File: src/rtl/opunit_pkg.sv
package opunit_pkg;

   typedef enum logic [1:0] {
      OP_ADD = 2'd0,
      OP_SUB = 2'd1,
      OP_MUL = 2'd2,
      OP_SHR = 2'd3
   } opcode_e;

   typedef enum logic [1:0] {
      S_IDLE  = 2'd0,
      S_READ  = 2'd1,
      S_EXEC  = 2'd2,
      S_WRITE = 2'd3
   } unit_state_e;

   localparam int unsigned NUM_RD = 2;

endpackage

File: src/rtl/opunit_rdport.sv
module opunit_rdport #(
   parameter int unsigned W = 16
) (
   input  logic         clk,
   input  logic         rst,
   input  logic         start,
   input  logic         need,
   input  logic         grant,
   input  logic [W-1:0] src,
   output logic         req,
   output logic         done,
   output logic [W-1:0] value
);
   logic         req_q;
   logic         done_q;
   logic [W-1:0] val_q;

   always_ff @(posedge clk) begin
      if (rst) begin
         req_q  <= 1'b0;
         done_q <= 1'b0;
         val_q  <= '0;
      end else if (start) begin
         req_q  <= need;
         done_q <= ~need;
         val_q  <= '0;
      end else if (req_q && grant) begin
         req_q  <= 1'b0;
         done_q <= 1'b1;
         val_q  <= src;
      end
   end

   assign req   = req_q;
   assign done  = done_q;
   assign value = val_q;
endmodule

File: src/rtl/opunit_alu.sv
module opunit_alu
   import opunit_pkg::*;
#(
   parameter int unsigned W        = 16,
   parameter int unsigned LAT      = 3,
   parameter bit          COMB_SUB = 1'b1
) (
   input  logic         clk,
   input  logic         rst,
   input  opcode_e      op,
   input  logic [W-1:0] a,
   input  logic [W-1:0] b,
   input  logic         in_valid,
   output logic         in_ready,
   output logic         out_valid,
   input  logic         out_ready,
   output logic [W-1:0] out_data
);
   localparam int unsigned SHW = $clog2(W);
   localparam int unsigned CW  = $clog2(LAT + 1);

   logic [W-1:0]   fn_res;
   logic [2*W-1:0] prod;
   logic           zero_lat;
   logic           run_q;
   logic [CW-1:0]  cnt_q;
   logic [W-1:0]   res_q;

   assign prod = a * b;

   always_comb begin
      unique case (op)
         OP_ADD:  fn_res = a + b;
         OP_SUB:  fn_res = a - b;
         OP_MUL:  fn_res = prod[W-1:0];
         default: fn_res = a >> b[SHW-1:0];
      endcase
   end

   generate
      if (COMB_SUB) begin : g_comb_sub
         assign zero_lat = (op == OP_SUB);
      end else begin : g_seq_sub
         assign zero_lat = 1'b0;
      end
   endgenerate

   assign in_ready  = ~run_q & (zero_lat ? out_ready : 1'b1);
   assign out_valid = run_q ? (cnt_q == '0) : (in_valid & zero_lat);
   assign out_data  = run_q ? res_q : fn_res;

   always_ff @(posedge clk) begin
      if (rst) begin
         run_q <= 1'b0;
         cnt_q <= '0;
         res_q <= '0;
      end else if (!run_q) begin
         if (in_valid && !zero_lat) begin
            run_q <= 1'b1;
            cnt_q <= CW'(LAT - 1);
            res_q <= fn_res;
         end
      end else if (cnt_q != '0) begin
         cnt_q <= cnt_q - 1'b1;
      end else if (out_ready) begin
         run_q <= 1'b0;
      end
   end
endmodule

File: src/rtl/alu_opunit.sv
module alu_opunit
   import opunit_pkg::*;
#(
   parameter int unsigned W        = 16,
   parameter int unsigned LAT      = 3,
   parameter bit          COMB_SUB = 1'b1
) (
   input  logic         clk,
   input  logic         rst,
   input  logic         issue,
   input  logic [1:0]   op_code,
   input  logic         op_inv_a,
   input  logic         op_zero_a,
   input  logic [W-1:0] op_imm,
   input  logic         op_imm_vld,
   input  logic [1:0]   rd_skip,
   output logic [1:0]   rd_req,
   input  logic [1:0]   rd_grant,
   input  logic [W-1:0] src_a,
   input  logic [W-1:0] src_b,
   output logic         wr_req,
   input  logic         wr_grant,
   output logic [W-1:0] wr_data,
   output logic         busy
);
   generate
      if (W < 4) begin : g_bad_width
         $error("alu_opunit: W must be at least 4");
      end
      if (LAT < 1) begin : g_bad_lat
         $error("alu_opunit: LAT must be at least 1");
      end
   endgenerate

   unit_state_e st_q;
   opcode_e     op_q;
   logic        inv_q, zero_q, immv_q, sent_q;
   logic [W-1:0] imm_q, res_q;
   logic [NUM_RD-1:0] skip_q, subst, need, done;
   logic [W-1:0] src [NUM_RD];
   logic [W-1:0] val [NUM_RD];
   logic         start;
   logic [W-1:0] alu_a, alu_b, alu_out;
   logic         alu_iv, alu_ir, alu_ov, alu_or;

   assign start = issue & (st_q == S_IDLE);
   assign src[0] = src_a;
   assign src[1] = src_b;

   // substitution decided from the fields of the issue cycle
   assign subst[0] = start ? op_zero_a  : zero_q;
   assign subst[1] = start ? op_imm_vld : immv_q;
   assign need     = ~subst & ~(start ? rd_skip : skip_q);

   generate
      for (genvar p = 0; p < NUM_RD; p++) begin : g_rd
         opunit_rdport #(.W(W)) u_port (
            .clk   (clk),
            .rst   (rst),
            .start (start),
            .need  (need[p]),
            .grant (rd_grant[p]),
            .src   (src[p]),
            .req   (rd_req[p]),
            .done  (done[p]),
            .value (val[p])
         );
      end
   endgenerate

   always_ff @(posedge clk) begin
      if (rst) begin
         op_q   <= OP_ADD;
         inv_q  <= 1'b0;
         zero_q <= 1'b0;
         immv_q <= 1'b0;
         imm_q  <= '0;
         skip_q <= '0;
      end else if (start) begin
         op_q   <= opcode_e'(op_code);
         inv_q  <= op_inv_a;
         zero_q <= op_zero_a;
         immv_q <= op_imm_vld;
         imm_q  <= op_imm;
         skip_q <= rd_skip;
      end
   end

   always_comb begin
      if (zero_q)     alu_a = '0;
      else if (inv_q) alu_a = ~val[0];
      else            alu_a = val[0];
      alu_b = immv_q ? imm_q : val[1];
   end

   assign alu_iv = (st_q == S_EXEC) & ~sent_q;
   assign alu_or = (st_q == S_EXEC);

   opunit_alu #(.W(W), .LAT(LAT), .COMB_SUB(COMB_SUB)) u_alu (
      .clk       (clk),
      .rst       (rst),
      .op        (op_q),
      .a         (alu_a),
      .b         (alu_b),
      .in_valid  (alu_iv),
      .in_ready  (alu_ir),
      .out_valid (alu_ov),
      .out_ready (alu_or),
      .out_data  (alu_out)
   );

   always_ff @(posedge clk) begin
      if (rst) begin
         st_q   <= S_IDLE;
         sent_q <= 1'b0;
         res_q  <= '0;
      end else begin
         unique case (st_q)
            S_IDLE:  if (issue) st_q <= S_READ;
            S_READ:  if (&done) st_q <= S_EXEC;
            S_EXEC: begin
               if (alu_iv && alu_ir) sent_q <= 1'b1;
               if (alu_ov) begin
                  res_q  <= alu_out;
                  sent_q <= 1'b0;
                  st_q   <= S_WRITE;
               end
            end
            default: if (wr_grant) st_q <= S_IDLE;
         endcase
      end
   end

   assign busy    = (st_q != S_IDLE);
   assign wr_req  = (st_q == S_WRITE);
   assign wr_data = res_q;
endmodule

File: config.mk
export PLATFORM = sky130hd
export DESIGN_NAME = alu_opunit
export DESIGN_NICKNAME = d
export VERILOG_FILES = /design/src/rtl/opunit_pkg.sv /design/src/rtl/opunit_rdport.sv /design/src/rtl/opunit_alu.sv /design/src/rtl/alu_opunit.sv
export SDC_FILE = /design/constraint.sdc
export NUM_CORES = 1
export LEC_CHECK = 0
export CAP_MARGIN = 20
export CORE_MARGIN = 10
export CORE_UTILIZATION = 45
export DETAILED_ROUTE_END_ITERATION = 7
export HOLD_SLACK_MARGIN = 0.02
export PLACE_DENSITY = 0.67
export SETUP_SLACK_MARGIN = 0.02
export SLEW_MARGIN = 20
export SYNTH_ARGS = -nofsm -noshare
export SYNTH_HDL_FRONTEND = slang
export SYNTH_SLANG_ARGS = --single-unit
File: constraint.sdc
create_clock -name clk -period 8.55 [get_ports clk]
set_input_delay 1.71 -clock clk [delete_from_list [all_inputs] [get_ports clk]]
set_output_delay 1.71 -clock clk [all_outputs]
set_load 0.05 [all_outputs]
==> out/qor.yml, run 1 <==
cp_num_buf_inv: 4
clock-sinks: 95
wirelength_um: 28500
h-tree-depth: 3
post_cts_buffers: 0
tns_ps: 0
cts_buffers: 9
multiInputGateArea_sq_um: 7050
ioPinCount: 81
nFillCells: 2133
dpl_cell_area_sq_um: 10800
clkTransAtPathRegs_ps: 70
synth-xor-area-share_pct: 7.27
ys_async_sr_fraction_pct: 0
power_switching_w: 0.000981
outcome: "complete, no violations"
start_util_pct: 45.3
tightest_slew_ps: 872
p_comb_share_pct: 54.7
p_seq_share_pct: 25.7
fin_nets: 1503
synth-main-ff-cell: "dfxtp_1"
grt_antenna_before_repair: 0
ys_seq_elements: 95
clockRootBuffer: "clkbuf_16"
max_stage_delay_ps: 680
via_count: 8478
syn-num-nets: 1468
crit_fanout: 17
critPathSlowestCell: "or2_0"
fin_skew_ps: 14.6
seqCellArea_sq_um: 1900
synth_mux_area_share_pct: 4.21
netlist_area_sq_um: 9830
area_delta_synth_final_pct: 12.6
critPathCaptureType: "flip-flop"
hold_viol_final: 0
synth_simple_gate_area_share_pct: 19.3
hold_class: "reg -> reg"
grt_pass1_vias: 8398
drive_gt1_share_pct: 5.71
grt_pass1_wl_um: 45200
fin_area_sq_um: 11100
die_height_um: 168
fmax_mhz: 138
clkLatencyLatePin_ps: 350
crit_required_ps: 8820
core_sq_um: 21700
hold_buffers: 0
synth.distinct_cells: 74
routedWlPerCell_um: 18.1
period_needed_ps: 7260
critPathLaunchType: "flip-flop"
gp_congestion: 0.998
synth_top_family_by_area: "adder cells"
grt-ovfl-total: 0
yosys.area_share.adder_pct: 25.5
grt_util_met3_pct: 3.89
dpl.hpwl_um: 22600
drt_first_pass_iters: 5
synthCells: 1255
synth_seq_area_share_pct: 19.3
grtUsageTotal_pct: 19.7
finalMaxSlewViolations: 0
path_class: "reg -> reg"
finalWorstSetupSlack_ps: 1290
clock_path_buffers: 2
grt_util_met2_pct: 32.2
first_iter_violations: 587
met1_usage_pct: 25.7
p_clk_share_pct: 19.6
cpMostUsedCell: "fa_1"
die_x_um: 168
die_area_sq_um: 28200
period_share_pct: 84.9
powerDensity_nw_per_um2: 196
final_util_pct: 51.0
busiest_layer: "met2"
port_buffers: 80
ctsResizeCount: 0
cap_violations: 0
path_delay_family: "adder cells"
synth-edff-count: 0
crit_path_cell_trace: "buf_4 > xnor2_1 > or2_0 > inv_1 > nand2_1 > fa_1 > fa_1 > inv_1 > fa_1 > fa_1 > inv_1 > fa_1 > fa_1 > xor2_1 > xnor2_1 > xnor2_1 > xnor3_1 > xnor2_1 > xnor3_1 > xnor2_1 > o221ai_2 > nor2_1 > a211oi_2"
ant_nets: 0
critPathArrivalTime_ps: 7520
setup_viol: 0
ir_drop_mv: 0.199
rsz0062_at_grt: "no"
swShare_pct: 45.2
place_ws_ps: 1390
ys_warn_count: 0
max_slew_margin_pct: 41.8
rows: 54
synth-compound-area-share_pct: 15.3
syn_area_per_cell_sq_um: 7.83
grt_max_degree: 65
cts_tree: "done"
p_int_w: 0.00119
drc: 0
leakagePower_nw: 4.62
n_antenna_cell: 0
viasPerCell: 5.38
-- routing by layer --
layer,vias up,part of all wire [%]
met3,33,6.2
met1,4022,45
met5,-,0
met4,0,2.0
met2,256,47
li1,4167,-
-- worst min-delay path: cells and delay by family, from the launching register on --
kind	cells	cell delay [ps]
compound gates	1	50
simple gates	1	50
flops	1	310
-- final timing paths --
check / startpoint / endpoint / slack, ps / cells after the start
worst min register to register: wr_data[2] / wr_data[2] / 450 / 2
worst max register to register: inv_q / u_alu.res_q[15] / 1290 / 23
worst min-delay path: wr_data[2] / wr_data[2] / 450 / 2
worst max-delay path: inv_q / u_alu.res_q[15] / 1290 / 23
-- state kept, by name, indices dropped and copies added, names as in the netlist --
name and cells:
u_alu.res_q 16, g_rd.u_port.done 2, st_q 2, g_rd.u_port.value 32, u_alu.run_q 1, sent_q 1, inv_q 1, imm_q 16
u_alu.cnt_q 2, zero_q 1, wr_data 16, immv_q 1, op_q 2, g_rd.u_port.req 2
-- synth_stat cells (all sizes together), types with 6 or more instances --
master  count  area [sq um]
a21o       14           105
nand2b     14          87.6
nor2b       9          56.3
nand2     200           751
or2         8          52.6
nor3       51           285
buf        27           179
clkbuf     44           165
inv       140           526
fa         81          1620
a21oi     111           556
mux2       12           146
a211oi     22           175
o21ai      37           189
ha         71           888
dfxtp      95          1900
o21a        6          45.0
and2        6          37.5
xnor2      59           524
nor2      129           499
xor2       14           123
o211ai     10          75.1
mux2i      26           268
or3        10          62.6
-- cell type report --
| cell class | count | area share (%) |
|---|---|---|
| multi-input cells | 946 | 63.7 |
| flip-flops and latches | 95 | 17.2 |
| repair buffers | 95 | 8.21 |
| inverters | 143 | 4.91 |
| well taps | 280 | 3.17 |
| clock buffers | 9 | 2.04 |
| clock inverters | 7 | 0.803 |
-- layout by cell type (no fill, tap or decap), drive strengths merged, types with 2 or more instances in the layout --
master,instances
a211o,3
a211oi,22
a21o,14
a21oi,111
a221oi,4
a22o,3
a22oi,2
a311oi,2
a31oi,5
and2,6
buf,16
clkbuf,9
clkdlybuf4s50,79
clkinv,6
dfxtp,95
fa,81
ha,71
inv,143
mux2,12
mux2i,26
nand2,200
nand2b,14
nand3,5
nor2,129
nor2b,9
nor3,51
o211ai,10
o21a,6
o21ai,37
o21bai,3
o221ai,4
o22ai,2
o31ai,3
or2,8
or3,10
xnor2,59
xnor3,3
xor2,14
-- power by group through the flow --
stage / combinational [W] / sequential (W) / clock [W]
2_1_floorplan: 0.000882 / 0.000551 / 0
3_3_place_gp: 0.00117 / 0.000565 / 0
3_5_place_dp: 0.00117 / 0.000567 / 0
4_1_cts: 0.00118 / 0.000557 / 0.000437
5_1_grt: 0.00130 / 0.000566 / 0.000453
6_report: 0.00119 / 0.000557 / 0.000426
-- cell families (layout without fill, tap and decap cells) --
| logic type | Yosys count | in the layout |
|---|---|---|
| adders and majority gates | 152 | 152 |
| muxes | 38 | 38 |
| and+or+nand+nor | 437 | 437 |
| DFF | 95 | 95 |
| AOI/OAI and AO/OA | 243 | 243 |
| buffers and inverters | 214 | 254 |
| xor gates and xnor gates | 76 | 76 |
-- metrics by stage --
step	cells	power, W	hold WS, ps
finish	1575	0.00217	450
global route	1575	0.00232	474
CTS	1575	0.00217	452
detailed placement	1559	0.00174	442
global placement	1559	0.00173	440
floorplan	1255	0.00143	433
Power figures use the tool's default switching activity.
==> inputs of run 2 (changes only) <==
- PLACE_DENSITY: 0.67 -> 0.7
- clock period: 8.55 -> 5.97 ns (I/O delays scaled with it)
==> out/qor.yml, run 2 (same netlist as run 1, synthesis figures left out) <==
crit_fanout: 5
finalWorstSetupSlack_ps: -15.1
whs_path_depth: 2
clkLatencyLatePin_ps: 350
finalMaxSlewViolations: 0
critPathCaptureType: "flip-flop"
rows: 54
start_util_pct: 45.3
met1_length_um: 13000
reg2reg_depth: 21
violations: "setup timing"
clockRootBuffer: "clkbuf_16"
clkTransAtPathRegs_ps: 70
hold_viol_final: 0
largest_reg_flops: 32
ioPinCount: 81
mostFrequentLayoutCell: "nand2_1"
hold_class: "reg -> reg"
viasPerCell: 5.41
holdCritStartpoint: "wr_data[3]"
area_delta_synth_final_pct: 25.9
crit_path_cell_trace: "buf_6 > mux2i_4 > or3_4 > fa_1 > fa_1 > inv_1 > fa_1 > fa_1 > inv_1 > fa_1 > fa_2 > xor2_2 > xnor2_2 > xnor2_1 > xnor3_1 > xnor2_1 > xnor3_1 > xnor2_2 > o221ai_2 > o21ai_1 > a21oi_1"
die_height_um: 168
ir_drop_mv: 0.186
h-tree-depth: 3
path_class: "reg -> reg"
grtUsageTotal_pct: 20.4
period_share_pct: 100
grt_antenna_before_repair: 0
mostFrequentLayoutCells: "nand2_1, inv_1, nor2_1, a21oi_1, buf_4"
critPathLaunch: "immv_q"
route.met2.wl_um: 14000
max_slew_margin_pct: 43.3
critPathArrivalTime_ps: 6190
drc: 0
clock_path_buffers: 2
cts_tree: "done"
critPathLaunchType: "flip-flop"
cts_buffers: 9
total_power_w: 0.00336
clock-sinks: 95
cap_violations: 0
wl_met3_um: 2270
rsz0062_at_grt: "yes"
drt_first_pass_iters: 5
final_util_pct: 57.1
die_area_sq_um: 28200
fin_nets: 1606
grt_max_degree: 65
fin_skew_ps: 7.04
port_buffers: 80
crit_required_ps: 6170
via_count: 9072
grt_pass1_wl_um: 46700
ant_nets: 0
tightest_slew_ps: 850
die_x_um: 168
fmax_mhz: 167
wirelength_um: 29900
core_sq_um: 21700
outcome: "finished with violations"
cpMostUsedCell: "fa_1"
period_needed_ps: 5990
dpl.hpwl_um: 23900
leakagePower_nw: 5.23
drive_gt1_share_pct: 17.8
n_antenna_cell: 0
setup_viol: 1
first_iter_violations: 612
nFillCells: 1960
critPathSlowestCell: "fa_1"
r2r-start: "immv_q"
grt-ovfl-total: 0
routedWlPerCell_um: 17.8
grt_pass1_vias: 8861
gp_congestion: 0.954
max_stage_delay_ps: 540
powerDensity_nw_per_um2: 271
highest_layer: "met4"
[run 2: report_power, final]
part	internal, W	switching [W]	leakage [nW]
registers	0.000720	0.0000787	0.773
clock network	0.000332	0.000262	0.146
logic	0.000825	0.00114	4.31
[run 2: cell type report]
class / count / area [sq um] / area share (%)
Clock buffer: 10 / 229 / 1.85
Tap cell: 280 / 350 / 2.83
Multi-Input combinational cell: 946 / 7470 / 60.4
Inverter: 143 / 546 / 4.41
Timing Repair Buffer: 198 / 1790 / 14.5
Clock inverter: 6 / 75.1 / 0.606
Sequential cell: 95 / 1910 / 15.5
[run 2: critical path, delay by kind of cell (launching register included)]
kind	cells	cell delay (ps)
buffers and inverters	3	240
AND/OR/NAND/NOR	1	390
adder cells (fa/ha/maj)	6	2770
XOR/XNOR	7	1470
flip-flops	1	370
AO/OA/AOI/OAI	3	360
multiplexers	1	230
[run 2: metal layers]
metal  global-route usage [%]  up-vias
met5                        0        -
met4                     5.75        0
met3                     4.26       44
met2                     33.3      335
met1                     26.6     4307
li1                         -     4386
[run 2: what timing repair did]
item,4_1_cts,5_1_grt
buffers inserted,7,12
gates cloned,0,1
hold buffers,0,0
setup endpoints to repair,8,13
gates resized for setup,34,70
pin swaps,20,36
[run 2: final timing paths]
path / slack [ps] / end
setup / recovery: -20 / wr_data[15]
hold / removal: 450 / wr_data[3]
setup reg to reg: -20 / wr_data[15]
hold reg to reg: 450 / wr_data[3]
[run 2: per-stage QoR]
stage	hold slack (ps)	area (sq um)	std cells	setup TNS, ps	setup slack [ps]
2_1_floorplan	433	9870	1255	0	28.6
3_3_place_gp	441	11400	1642	-436	-134
3_5_place_dp	445	11400	1642	-909	-196
4_1_cts	454	11900	1665	0	0.373
5_1_grt	476	12400	1678	-939	-200
6_report	451	12400	1678	-15.1	-15.1
==> inputs of run 3 (changes only) <==
- SKIP_LAST_GASP: unset -> 1
==> out/qor.yml, run 3 (same netlist as run 1, synthesis figures left out) <==
r2r-start: "immv_q"
leakagePower_nw: 5.23
critPathLaunch: "immv_q"
cap_violations: 0
tightest_slew_ps: 866
nFillCells: 1960
clkTransAtPathRegs_ps: 70
crit_fanout: 5
swShare_pct: 44.0
routedWlPerCell_um: 17.7
start_util_pct: 45.3
p_clk_share_pct: 17.7
fin_nets: 1606
first_iter_violations: 632
core_sq_um: 21700
setup_viol: 1
cts_buffers: 9
fmax_mhz: 167
finalMaxSlewViolations: 0
path_class: "reg -> reg"
fin_cells: 1678
hold_class: "reg -> reg"
r2r_slack_ps: -30
p_comb_share_pct: 58.5
ant_nets: 0
clockRootBuffer: "clkbuf_16"
mostFrequentLayoutCells: "nand2_1, inv_1, nor2_1, a21oi_1, buf_4"
final_util_pct: 57.0
power_switching_w: 0.00147
ioPinCount: 81
clock_path_buffers: 2
gp_congestion: 0.954
finalWorstSetupSlack_ps: -26.1
drt_first_pass_iters: 5
port_buffers: 80
h-tree-depth: 3
viasPerCell: 5.40
r2r_end: "wr_data[15]"
dpl.hpwl_um: 23900
p_seq_share_pct: 23.9
via_count: 9066
area_delta_synth_final_pct: 25.8
tns_ps: -26.1
mostFrequentLayoutCell: "nand2_1"
p_int_w: 0.00188
period_share_pct: 100
rows: 54
clkLatencyLatePin_ps: 350
violations: "setup timing"
period_needed_ps: 6000
grtUsageTotal_pct: 20.4
critPathLaunchType: "flip-flop"
hold_viol_final: 0
crit_required_ps: 6170
wirelength_um: 29800
place_inst: 1642
critPathArrivalTime_ps: 6200
drive_gt1_share_pct: 17.7
clock-sinks: 95
die_x_um: 168
grt_pass1_vias: 8861
seqCellArea_sq_um: 1910
grt-ovfl-total: 0
largest_reg_flops: 32
die_height_um: 168
multiInputGateArea_sq_um: 7460
grt_max_degree: 65
fin_skew_ps: 6.89
drc: 0
rsz0062_at_grt: "yes"
die_area_sq_um: 28200
cts_tree: "done"
reg2reg_depth: 21
outcome: "finished with violations"
holdWs_ps: 451
powerDensity_nw_per_um2: 271
grt_antenna_before_repair: 0
hold_buffers: 0
grt_pass1_wl_um: 46700
critPathCaptureType: "flip-flop"
max_slew_margin_pct: 42.2
critPathCapture: "wr_data[15]"
ir_drop_mv: 0.184
n_antenna_cell: 0
total_power_w: 0.00335
[run 3: cell counts in the layout (fill, tap and decap cells not counted)]
No cell type changed its count.
[run 3: worst max-delay path, stage by stage (launching register included)]
cell and delay [ps]:
dfxtp_4 370, buf_6 140, mux2i_4 230, or3_4 390
fa_1 450, fa_1 500, inv_1 50, fa_1 460
fa_1 540, inv_1 50, fa_1 460, fa_2 370
xor2_2 160, xnor2_2 140, xnor2_1 210, xnor3_1 280
xnor2_1 180, xnor3_1 270, xnor2_2 240, o221ai_2 140
o21ai_1 140, a21oi_1 80
[run 3: metrics by stage]
stage | worst slack, ps | cell area, sq um
2_1_floorplan | 28.6 | 9870
3_3_place_gp | -134 | 11400
3_5_place_dp | -196 | 11400
4_1_cts | 0.373 | 11900
5_1_grt | -200 | 12400
6_report | -26.1 | 12400
[run 3: power by group through the flow]
stage	combinational (W)	clock [W]	sequential [W]
finish	0.00196	0.000593	0.000799
global route	0.00215	0.000630	0.000809
CTS	0.00185	0.000607	0.000793
detailed placement	0.00180	0	0.000805
global placement	0.00178	0	0.000801
floorplan	0.00127	0	0.000790
[run 3: per-layer routing]
metal / vias to the layer above / track usage [%] / routed length [um]
li1: 4384 / - / -
met3: 54 / 4.26 / 2380
met5: - / 0 / 0
met2: 365 / 33.3 / 13800
met4: 0 / 5.75 / 757
met1: 4263 / 26.6 / 12800
[run 3: cell type report]
class | count | share of cell area, %
Timing Repair Buffer | 198 | 14.5
Inverter | 143 | 4.41
Clock buffer | 10 | 1.85
Multi-Input combinational cell | 946 | 60.3
Clock inverter | 6 | 0.607
Sequential cell | 95 | 15.5
Tap cell | 280 | 2.83
[run 3: how the worst min path moves through the flow]
stage                          start         end  slack [ps]  depth (start not counted)
after floorplan            imm_q[12]   imm_q[12]         430                          2
after global placement    wr_data[4]  wr_data[4]         440                          2
after detailed placement  wr_data[3]  wr_data[3]         450                          2
final                     wr_data[3]  wr_data[3]         450                          2
after global routing      wr_data[9]  wr_data[9]         480                          2
after CTS                 wr_data[3]  wr_data[3]         450                          2
[run 3: timing repair]
action | CTS | global route
resized for setup | 34 | 68
gates cloned | 0 | 1
setup buffers | 7 | 12
pin swaps | 20 | 36
setup endpoints to repair | 8 | 13
